`src/rtl/pmb_watch_pkg.sv`:
```
package pmb_watch_pkg;

    typedef enum logic [1:0] {
        SPAN_OFF = 2'd0,
        SPAN_RUN = 2'd1,
        SPAN_HIT = 2'd2
    } span_state_e;

    localparam int NSRC     = 3;
    localparam int SRC_IDLE = 0;
    localparam int SRC_LOW  = 1;
    localparam int SRC_HIGH = 2;

endpackage

```
`src/rtl/pmb_tick_div.sv`:
```
module pmb_tick_div #(
    parameter int DIV_W = 5
) (
    input  logic             clk,
    input  logic             rst_n,
    input  logic [DIV_W-1:0] div,
    output logic             tick
);

    logic [DIV_W-1:0] cnt_q;

    assign tick = (cnt_q >= div);

    always_ff @(posedge clk or negedge rst_n) begin
        if (!rst_n)
            cnt_q <= '0;
        else if (tick)
            cnt_q <= '0;
        else
            cnt_q <= cnt_q + 1'b1;
    end

    AST_TICK_SPACED: assert property (@(posedge clk) disable iff (!rst_n)
        (tick && div != '0 && $stable(div)) |=> !tick);

endmodule

```
`src/rtl/pmb_span_cnt.sv`:
```
module pmb_span_cnt
    import pmb_watch_pkg::*;
#(
    parameter int W = 10
) (
    input  logic         clk,
    input  logic         rst_n,
    input  logic         tick,
    input  logic         cond,
    input  logic [W-1:0] limit,
    output logic         hit,
    output logic         fire
);

    span_state_e  st_q, st_nx;
    logic [W-1:0] cnt_q, cnt_nx;
    logic [W:0]   cnt_inc;

    assign cnt_inc = {1'b0, cnt_q} + 1'b1;

    // state register
    always_ff @(posedge clk or negedge rst_n) begin
        if (!rst_n) begin
            st_q  <= SPAN_OFF;
            cnt_q <= '0;
        end else begin
            st_q  <= st_nx;
            cnt_q <= cnt_nx;
        end
    end

    // next state and outputs
    always_comb begin
        st_nx  = st_q;
        cnt_nx = cnt_q;
        fire   = 1'b0;
        unique case (st_q)
            SPAN_OFF: begin
                cnt_nx = '0;
                if (cond) st_nx = SPAN_RUN;
            end
            SPAN_RUN: begin
                if (!cond) begin
                    st_nx  = SPAN_OFF;
                    cnt_nx = '0;
                end else if (tick) begin
                    if (cnt_inc >= {1'b0, limit}) begin
                        st_nx = SPAN_HIT;
                        fire  = 1'b1;
                    end else begin
                        cnt_nx = cnt_inc[W-1:0];
                    end
                end
            end
            SPAN_HIT: begin
                if (!cond) begin
                    st_nx  = SPAN_OFF;
                    cnt_nx = '0;
                end
            end
            default: st_nx = SPAN_OFF;
        endcase
    end

    assign hit = (st_q == SPAN_HIT);

    AST_SPAN_RESTART: assert property (@(posedge clk) disable iff (!rst_n)
        !cond |=> !hit);
    AST_SPAN_ONCE: assert property (@(posedge clk) disable iff (!rst_n)
        hit |-> !fire);
    AST_SPAN_ENTRY: assert property (@(posedge clk) disable iff (!rst_n)
        $rose(hit) |-> $past(fire));

endmodule

```
`src/rtl/pmb_line_watch.sv`:
```
module pmb_line_watch
    import pmb_watch_pkg::*;
#(
    parameter int DIV_W    = 5,
    parameter int IDLE_W   = 10,
    parameter int LOW_W    = 20,
    parameter int HIGH_W   = 10,
    parameter int DEF_IDLE = 'h1F3,
    parameter int DEF_LOW  = 'h5572F,
    parameter int DEF_HIGH = 'h1F3
) (
    input  logic              clk,
    input  logic              rst_n,
    input  logic              scl_in,
    input  logic              sda_in,
    input  logic              msg_active,
    input  logic [DIV_W-1:0]  clk_div,
    input  logic              tim_ovr,
    input  logic [IDLE_W-1:0] thr_idle,
    input  logic [LOW_W-1:0]  thr_low,
    input  logic [HIGH_W-1:0] thr_high,
    input  logic              low_to_dis,
    input  logic              low_irq_fall,
    input  logic [NSRC-1:0]   irq_mask,
    input  logic              sts_rd,
    output logic              scl_raw,
    output logic              sda_raw,
    output logic              bus_free_flag,
    output logic              low_to_flag,
    output logic              high_flag,
    output logic              irq
);

    localparam logic [IDLE_W-1:0] DEF_IDLE_V = IDLE_W'(DEF_IDLE);
    localparam logic [LOW_W-1:0]  DEF_LOW_V  = LOW_W'(DEF_LOW);
    localparam logic [HIGH_W-1:0] DEF_HIGH_V = HIGH_W'(DEF_HIGH);

    logic              tick;
    logic [IDLE_W-1:0] lim_idle;
    logic [LOW_W-1:0]  lim_low;
    logic [HIGH_W-1:0] lim_high;
    logic              cond_idle, cond_low, cond_high;
    logic              hit_idle, hit_low, hit_high;
    logic              fire_idle, fire_low, fire_high;
    logic              low_hit_q, low_fall;
    logic [NSRC-1:0]   flag_set, pend_set, flag_q, pend_q;

    pmb_tick_div #(.DIV_W(DIV_W)) u_div (
        .clk(clk), .rst_n(rst_n), .div(clk_div), .tick(tick)
    );

    assign lim_idle  = tim_ovr ? thr_idle : DEF_IDLE_V;
    assign lim_low   = tim_ovr ? thr_low  : DEF_LOW_V;
    assign lim_high  = tim_ovr ? thr_high : DEF_HIGH_V;

    assign cond_idle = scl_in & sda_in;
    assign cond_low  = ~scl_in & ~low_to_dis;
    assign cond_high = scl_in & msg_active;

    pmb_span_cnt #(.W(IDLE_W)) u_idle (
        .clk(clk), .rst_n(rst_n), .tick(tick), .cond(cond_idle),
        .limit(lim_idle), .hit(hit_idle), .fire(fire_idle)
    );
    pmb_span_cnt #(.W(LOW_W)) u_low (
        .clk(clk), .rst_n(rst_n), .tick(tick), .cond(cond_low),
        .limit(lim_low), .hit(hit_low), .fire(fire_low)
    );
    pmb_span_cnt #(.W(HIGH_W)) u_high (
        .clk(clk), .rst_n(rst_n), .tick(tick), .cond(cond_high),
        .limit(lim_high), .hit(hit_high), .fire(fire_high)
    );

    always_ff @(posedge clk or negedge rst_n) begin
        if (!rst_n) begin
            scl_raw   <= 1'b1;
            sda_raw   <= 1'b1;
            low_hit_q <= 1'b0;
        end else begin
            scl_raw   <= scl_in;
            sda_raw   <= sda_in;
            low_hit_q <= hit_low;
        end
    end

    assign low_fall = low_hit_q & ~hit_low;

    assign flag_set[SRC_IDLE] = fire_idle;
    assign flag_set[SRC_LOW]  = fire_low;
    assign flag_set[SRC_HIGH] = fire_high;
    assign pend_set[SRC_IDLE] = fire_idle;
    assign pend_set[SRC_LOW]  = low_irq_fall ? low_fall : fire_low;
    assign pend_set[SRC_HIGH] = fire_high;

    for (genvar g = 0; g < NSRC; g++) begin : g_src
        always_ff @(posedge clk or negedge rst_n) begin
            if (!rst_n) begin
                flag_q[g] <= 1'b0;
                pend_q[g] <= 1'b0;
            end else begin
                flag_q[g] <= (flag_q[g] & ~sts_rd) | flag_set[g];
                pend_q[g] <= (pend_q[g] & ~sts_rd) | pend_set[g];
            end
        end

        AST_READ_CLEARS: assert property (@(posedge clk) disable iff (!rst_n)
            (sts_rd && !flag_set[g]) |=> !flag_q[g]);
        AST_FLAG_STICKY: assert property (@(posedge clk) disable iff (!rst_n)
            (flag_q[g] && !sts_rd) |=> flag_q[g]);
    end

    assign bus_free_flag = flag_q[SRC_IDLE];
    assign low_to_flag   = flag_q[SRC_LOW];
    assign high_flag     = flag_q[SRC_HIGH];
    assign irq           = |(pend_q & ~irq_mask);

    AST_RAW_SCL: assert property (@(posedge clk) disable iff (!rst_n)
        $past(rst_n) |-> scl_raw == $past(scl_in));
    AST_LOW_DISABLED: assert property (@(posedge clk) disable iff (!rst_n)
        low_to_dis |-> !fire_low);
    AST_HIGH_NEEDS_MSG: assert property (@(posedge clk) disable iff (!rst_n)
        fire_high |-> msg_active);
    AST_MASK_ALL: assert property (@(posedge clk) disable iff (!rst_n)
        (&irq_mask) |-> !irq);

endmodule

```
`config.mk`:
```
export PLATFORM = sky130hd
export DESIGN_NAME = pmb_line_watch
export DESIGN_NICKNAME = d
export VERILOG_FILES = /design/src/rtl/pmb_watch_pkg.sv /design/src/rtl/pmb_tick_div.sv /design/src/rtl/pmb_span_cnt.sv /design/src/rtl/pmb_line_watch.sv
export SDC_FILE = /design/constraint.sdc
export NUM_CORES = 1
export LEC_CHECK = 0
export ABC_AREA = 1
export CORE_AREA = 2 2 102 104
export CTS_BUF_LIST = sky130_fd_sc_hd__clkbuf_8 sky130_fd_sc_hd__clkbuf_16
export CTS_CLUSTER_SIZE = 14
export DETAILED_ROUTE_END_ITERATION = 6
export DIE_AREA = 0 0 104 106
export GPL_ROUTABILITY_DRIVEN = 1
export PLACE_DENSITY = 0.76
export SYNTH_ARGS = -nofsm -noshare
export SYNTH_HDL_FRONTEND = slang
export SYNTH_SLANG_ARGS = --single-unit
```
`constraint.sdc`:
```
create_clock -name clk -period 2.4 [get_ports clk]
set_input_delay 0.6 -clock clk [delete_from_list [all_inputs] [get_ports clk]]
set_output_delay 0.6 -clock clk [all_outputs]
set_load 0.01 [all_outputs]
```
## Yosys cells after proc, flatten, opt, wreduce, memory -nomap -nowiden

Index checks and enable logic that the tools add are counted.
Widths: inputs -> output; s select.

| word-level totals | value |
|---|---|
| bits of input ports | 57 |
| bits in registers | 60 |
| output and inout bits | 6 |

| cells by class | value |
|---|---|
| $lt $le $gt $ge | 4 |
| multiplexer cells | 50 |
| $add $sub $neg | 4 |
| reductions and logical operators | 13 |
| bitwise gates (word level) | 22 |
| equal/unequal tests | 21 |

Operators by type and width:

| kind | count |
|---|---|
| $mux 10 | 10 |
| $mux 20 | 5 |
| $pmux 10 s3 | 2 |
| $pmux 20 s3 | 1 |
| $mux 2 | 15 |
| $ne 3x3->1 const B | 9 |
| $reduce_and 4->1 | 6 |
| $add 10x1->11 const B | 2 |
| $ge 11x10->1 | 2 |
| $add 20x1->21 const B | 1 |
| $ge 21x20->1 | 1 |
| $pmux 2 s3 | 3 |
| $mux 1 | 13 |
| $and 1x1->1 | 10 |
| $reduce_bool 3->1 | 3 |
| $eq 2x1->1 const B | 3 |
| $eq 2x2->1 const B | 3 |
| $logic_not 2->1 | 3 |
| $ne 2x1->1 const B | 3 |
| $ne 2x2->1 const B | 3 |
| $or 1x1->1 | 6 |
| $add 5x1->5 const B | 1 |
| $ge 5x5->1 | 1 |
| $mux 5 | 1 |
| 4 further kinds | 7 |

## Depth between registers and ports, before layout

| logic depth | value |
|---|---|
| depth in word-level cells | 8 |
| mapped depth | 21 |
| gate-level depth less buffers | 20 |

## Hierarchy

Synthesis repeated with hierarchy kept, for this count alone.

| second synthesis, totals | value |
|---|---|
| cell total of the unflattened synthesis | 848 |
| area total of the unflattened synthesis | 5361.4 µm² |

Modules (own cells, without submodules):

| module | cells an instance | sequential area each (µm²) | times used | area an instance (µm²) |
|---|---|---|---|---|
| pmb_span_cnt (u_low) | 364 | 550.5 | 1 | 2215.9 |
| pmb_span_cnt (u_idle) | 161 | 300.3 | 1 | 1069.8 |
| pmb_span_cnt (u_high) | 160 | 300.3 | 1 | 1066.0 |
| pmb_line_watch | 123 | 227.7 | 1 | 673.1 |
| pmb_tick_div | 40 | 125.1 | 1 | 336.6 |

## Worst setup path before layout

OpenSTA, ideal clock, no wires.

| timing path | value |
|---|---|
| path kind | register to register |
| from | reg u_idle.cnt_q[0] |
| to | reg u_idle.cnt_q[0] |
| path slack | -0.232 ns |
| data required time | 2.334 ns |
| buffers on the path | 1 |
| stages on the path, launching flop included | 18 |
| arrival | 2.566 ns |
| cells stage by stage | dfrtp_1 ha_1 nand3_1 nor3_1 xor2_1 inv_1 ha_1 a21o_1 nor2_1 nand2_1 nand2_1 nand2_1 nand2_1 nand2_1 nand2_1 clkbuf_1 nand3_1 nand2_1 |

| on the way | value |
|---|---|
| cells in the longest elaborated chain, start to end | 5 |

RTL lines:

| item | line | source |
|---|---|---|
| start, declared | pmb_span_cnt.sv:16 | `logic [W-1:0] cnt_q, cnt_nx;` |
| start signal, assigned | pmb_span_cnt.sv:28 | `cnt_q <= cnt_nx;` |
| $add 10x1->11 * | pmb_span_cnt.sv:19 | `assign cnt_inc = {1'b0, cnt_q} + 1'b1;` |
| parallel branches: the longest is 4 deep, another holds $ge 11x10->1 | - |  |

Mark *: on every way between the ends. The select of a mux whose other input is x is not followed.
A chain may end at the register's enable or synchronous reset.

## Worst setup path in the final report

| timing path | value |
|---|---|
| from | reg u_low.cnt_q[0] |
| to | reg u_low.st_q[0] |

| on the way | value |
|---|---|
| cells in the longest elaborated chain, start to end | 4 |

RTL lines:

| item | line | source |
|---|---|---|
| start, declared | pmb_span_cnt.sv:16 |  |
| start signal, assigned | pmb_span_cnt.sv:28 |  |
| $add 20x1->21 | pmb_span_cnt.sv:19 |  |
| $ge 21x20->1 | pmb_span_cnt.sv:47 | `if (cnt_inc >= {1'b0, limit}) begin` |
| $ne 3x3->1 (no source line) | - |  |
| $reduce_and 4->1 (no source line) | - |  |
| end signal, assigned | pmb_span_cnt.sv:27 | `st_q <= st_nx;` |
| end, declared | pmb_span_cnt.sv:15 | `span_state_e st_q, st_nx;` |

No other way between the ends.

==> impl_metrics.ini <==
[status]
status = complete, but fails checks
violations = setup timing

[run]
drv_cap = 0

[clock_tree]
cts_made_buffers = 9
cts.htree.levels = 3
clk_pin_slew_worst_paths_ns = 0.08
cts_root_buf = clkbuf_8
holdBufCountCts = 0
clkSinkCount = 60
cts_tree = yes
clk_latency_ns = 0.36
clock_path_buffers = 2

[timing]
post-route-period-util_pct = 125
slew_violations = 0
finalHoldViolations = 0
fmax_ghz = 0.334
worstMarginPinSlew_ns = 0.454
skew_ns = 0.0145
relSlewSlack_pct = 69.5
layout_setup_ws_ns = -0.598
finalCriticalPeriod_ns = 3.00
setup_viol = 52
tns_ns = -16.85
rsz0062_at_grt = yes

[detailed_routing]
via_per_inst = 5.49
wl_per_cell_um = 16.9
drt_wl_total_um = 17800
num_vias = 5787
drtAntennaViolNets = 0
drtPass1Iterations = 5
drc_errors = 0
drt_iter0_markers = 404

[final_layout]
drive_gt1_share_pct = 34.0
nets = 1019
antennaDiodeCount = 0
syn2layout_area_growth_pct = 57.7

[synthesis]
ys_ff_latch = 60
syn_area_per_cell_sq_um = 6.90
yosys.area.top_type_share_pct = 29.5
synth_warnings = 0
synthCells = 712
ys_types = 33
netlist_area_sq_um = 4910
synth_fp_nets = 818
synth_top_area_cell = dfrtp_1
synthTopCellsByArea = dfrtp_1, nand2_1, ha_1
synth_seq_area_share_pct = 30.6

[pwr]
power_per_cell_area_nw_per_um2 = 433
finalPower_uw = 3350
p_leak_uw = 0.00417
ir_drop_mv = 0.450

[floorplan]
ios = 63
die_height_um = 106
start_util_pct = 49.1
fp-row-count = 37
die_w_um = 104
die_area_sq_um = 11000
core_area_sq_um = 10000

[global_route]
antenna_found_initial = 0
grt_usage_pct = 27.5
grt_pass1_vias = 5549
grt_pass1_wl_um = 24800
grt_overflow = 0
grt_max_degree = 61

[worst_setup_path]
required_ns = 2.64
worstSetupEndpointType = flop
worstSetupPathType = flop to flop
crit_slowest_cell = dfrtp_1
reg2reg_depth = 19
r2r_end = u_low.st_q[0]$_DFFE_PN0P_
cpPeakStageDelay_ns = 0.37
path_cells = ha_2 > nand2_2 > nor2_4 > nand3_4 > nor2_4 > nand2_1 > xor2_1 > ha_1 > nand2_1 > nor2_2 > nand2_1 > nor2_2 > nand2_4 > buf_4 > buf_4 > nand4_1 > nand2_1 > nand2_1 > nand2_1
cp_top_family = simple AND/OR/NAND/NOR gates
start_kind = flop
reg2reg_from = u_low.cnt_q[0]$_DFFE_PN0P_
crit_fanout = 4
r2r_setup_slack_ns = -0.60
cp_common_cell = nand2_1
cp_data_arrival_time_ns = 3.24
path_buf_inv = 2

[placed_design]
dp_hpwl_um = 10200
port_buffers = 62
gp_congestion = 0.911

[hold_path]
hold_class = input port to async pin
## placed cells by master (no fill, tap or decap), drive strengths merged
cell | netlist | routed
a21o | 1 | 1
a21oi | 15 | 15
buf | 10 | 140
clkbuf | 5 | 12
clkdlybuf4s50 | 0 | 59
clkinv | 0 | 2
clkinvlp | 0 | 3
dfrtp | 58 | 58
dfstp | 2 | 2
dlymetal6s2s | 0 | 1
ha | 49 | 49
inv | 94 | 95
nand2 | 227 | 230
nand3 | 74 | 74
nand3b | 2 | 2
nand4 | 8 | 8
nor2 | 86 | 86
nor3 | 26 | 26
nor3b | 1 | 1
o21a | 4 | 4
o21ai | 14 | 14
o221ai | 1 | 1
o22ai | 1 | 1
or2 | 3 | 3
xnor2 | 9 | 9
xor2 | 22 | 22
## power breakdown
group          total [uW]  switching [uW]  internal (uW)
logic                1330             767            560
registers            1180            89.2           1090
clock network         840             449            392
total                3350            1300           2050
## state kept, by name (all words and copies together) (netlist names)
| register | count |
|---|---|
| high_flag | 1 |
| low_to_flag | 1 |
| u_low.st_q | 2 |
| scl_raw | 1 |
| u_high.cnt_q | 10 |
| u_low.cnt_q | 20 |
| pend_q | 3 |
| u_idle.cnt_q | 10 |
| u_high.st_q | 2 |
| u_div.cnt_q | 5 |
| sda_raw | 1 |
| low_hit_q | 1 |
| bus_free_flag | 1 |
| u_idle.st_q | 2 |
## routing by layer
metal,global-route usage [%],vias up,share of wire (%)
met5,0,-,0
met1,30.8,2783,37
li1,-,2659,-
met3,4.97,91,5.2
met4,12.8,0,5.5
met2,50.7,254,52
## worst register-to-register path, delay by kind of cell (launching register included)
family	cells	cell delay, ns
buffers and inverters	2	0.27
XOR/XNOR	1	0.17
flip-flops	1	0.37
adder cells (fa/ha/maj)	2	0.51
AND/OR/NAND/NOR	14	1.54
## cell families (layout without fill, tap and decap cells)
| group | count (synthesis) | after routing | synth area share (%) |
|---|---|---|---|
| fa+ha+maj | 49 | 49 | 12.5 |
| compound gates | 36 | 36 | 4.15 |
| buf+inv | 109 | 312 | 9.27 |
| flops | 60 | 60 | 30.6 |
| xor+xnor | 31 | 31 | 5.53 |
| simple gates | 427 | 430 | 38.0 |
## synth_stat cells
cell type  number
dfrtp_1        58
nand2_2         6
dfstp_2         2
clkbuf_1        5
xnor2_1         9
nand3_1        71
o22ai_2         1
nor3b_1         1
nor3_1         25
ha_1           49
nor3_2          1
xor2_1         22
nand3_4         2
buf_2           4
nand3b_1        2
buf_6           5
nor2_2          4
nand3_2         1
nor2_4          4
a21oi_1        15
o21ai_1         3
a21o_1          1
buf_4           1
nand2_1       220
inv_1          93
o21a_1          4
or2_2           3
inv_2           1
nand4_1         8
nand2_4         1
o221ai_1        1
nor2_1         78
o21ai_0        11
## layout make-up
class                      instances  area [sq um]
inverter                          94           357
timing repair buffer             202          1810
multi-input combinational        546          3730
clock buffer                      10           138
clock inverter                     6          32.5
fill                             655          2250
sequential                        60          1510
tap                              136           170
## stage by stage
stage | utilization, % | setup slack (ns) | hold WS, ns | std cells | area, sq um
2_1_floorplan | - | -0.172 | 0.304 | 712 | 4960
3_3_place_gp | 64.6 | -0.733 | 0.474 | 998 | 6450
3_5_place_dp | 64.6 | -0.793 | 0.472 | 998 | 6450
4_1_cts | 71.3 | -0.343 | 0.264 | 1037 | 7130
5_1_grt | 77.5 | -0.764 | 0.243 | 1054 | 7740
6_report | 77.5 | -0.598 | 0.225 | 1054 | 7740
## timing repair
action / in CTS / in global routing
endpoints found under the setup margin: 52 / 53
buffers inserted: 20 / 15
cloned: 3 / 3
gates resized for setup: 72 / 109
pin swaps: 35 / 61
## how the worst max path moves through the flow
stage	from	endpoint	slack, ns	depth (start not counted)
finish	u_low.cnt_q[0]$_DFFE_PN0P_	u_low.st_q[0]$_DFFE_PN0P_	-0.60	19
global route	u_low.cnt_q[0]$_DFFE_PN0P_	u_low.cnt_q[6]$_DFFE_PN0P_	-0.76	18
CTS	u_low.cnt_q[0]$_DFFE_PN0P_	u_low.cnt_q[16]$_DFFE_PN0P_	-0.34	20
detailed placement	tim_ovr	u_idle.cnt_q[8]$_DFFE_PN0P_	-0.79	17
global placement	tim_ovr	u_idle.cnt_q[9]$_DFFE_PN0P_	-0.73	17
floorplan	u_low.cnt_q[0]$_DFFE_PN0P_	u_low.cnt_q[17]$_DFFE_PN0P_	-0.17	17
Power figures use the tool's default switching activity.
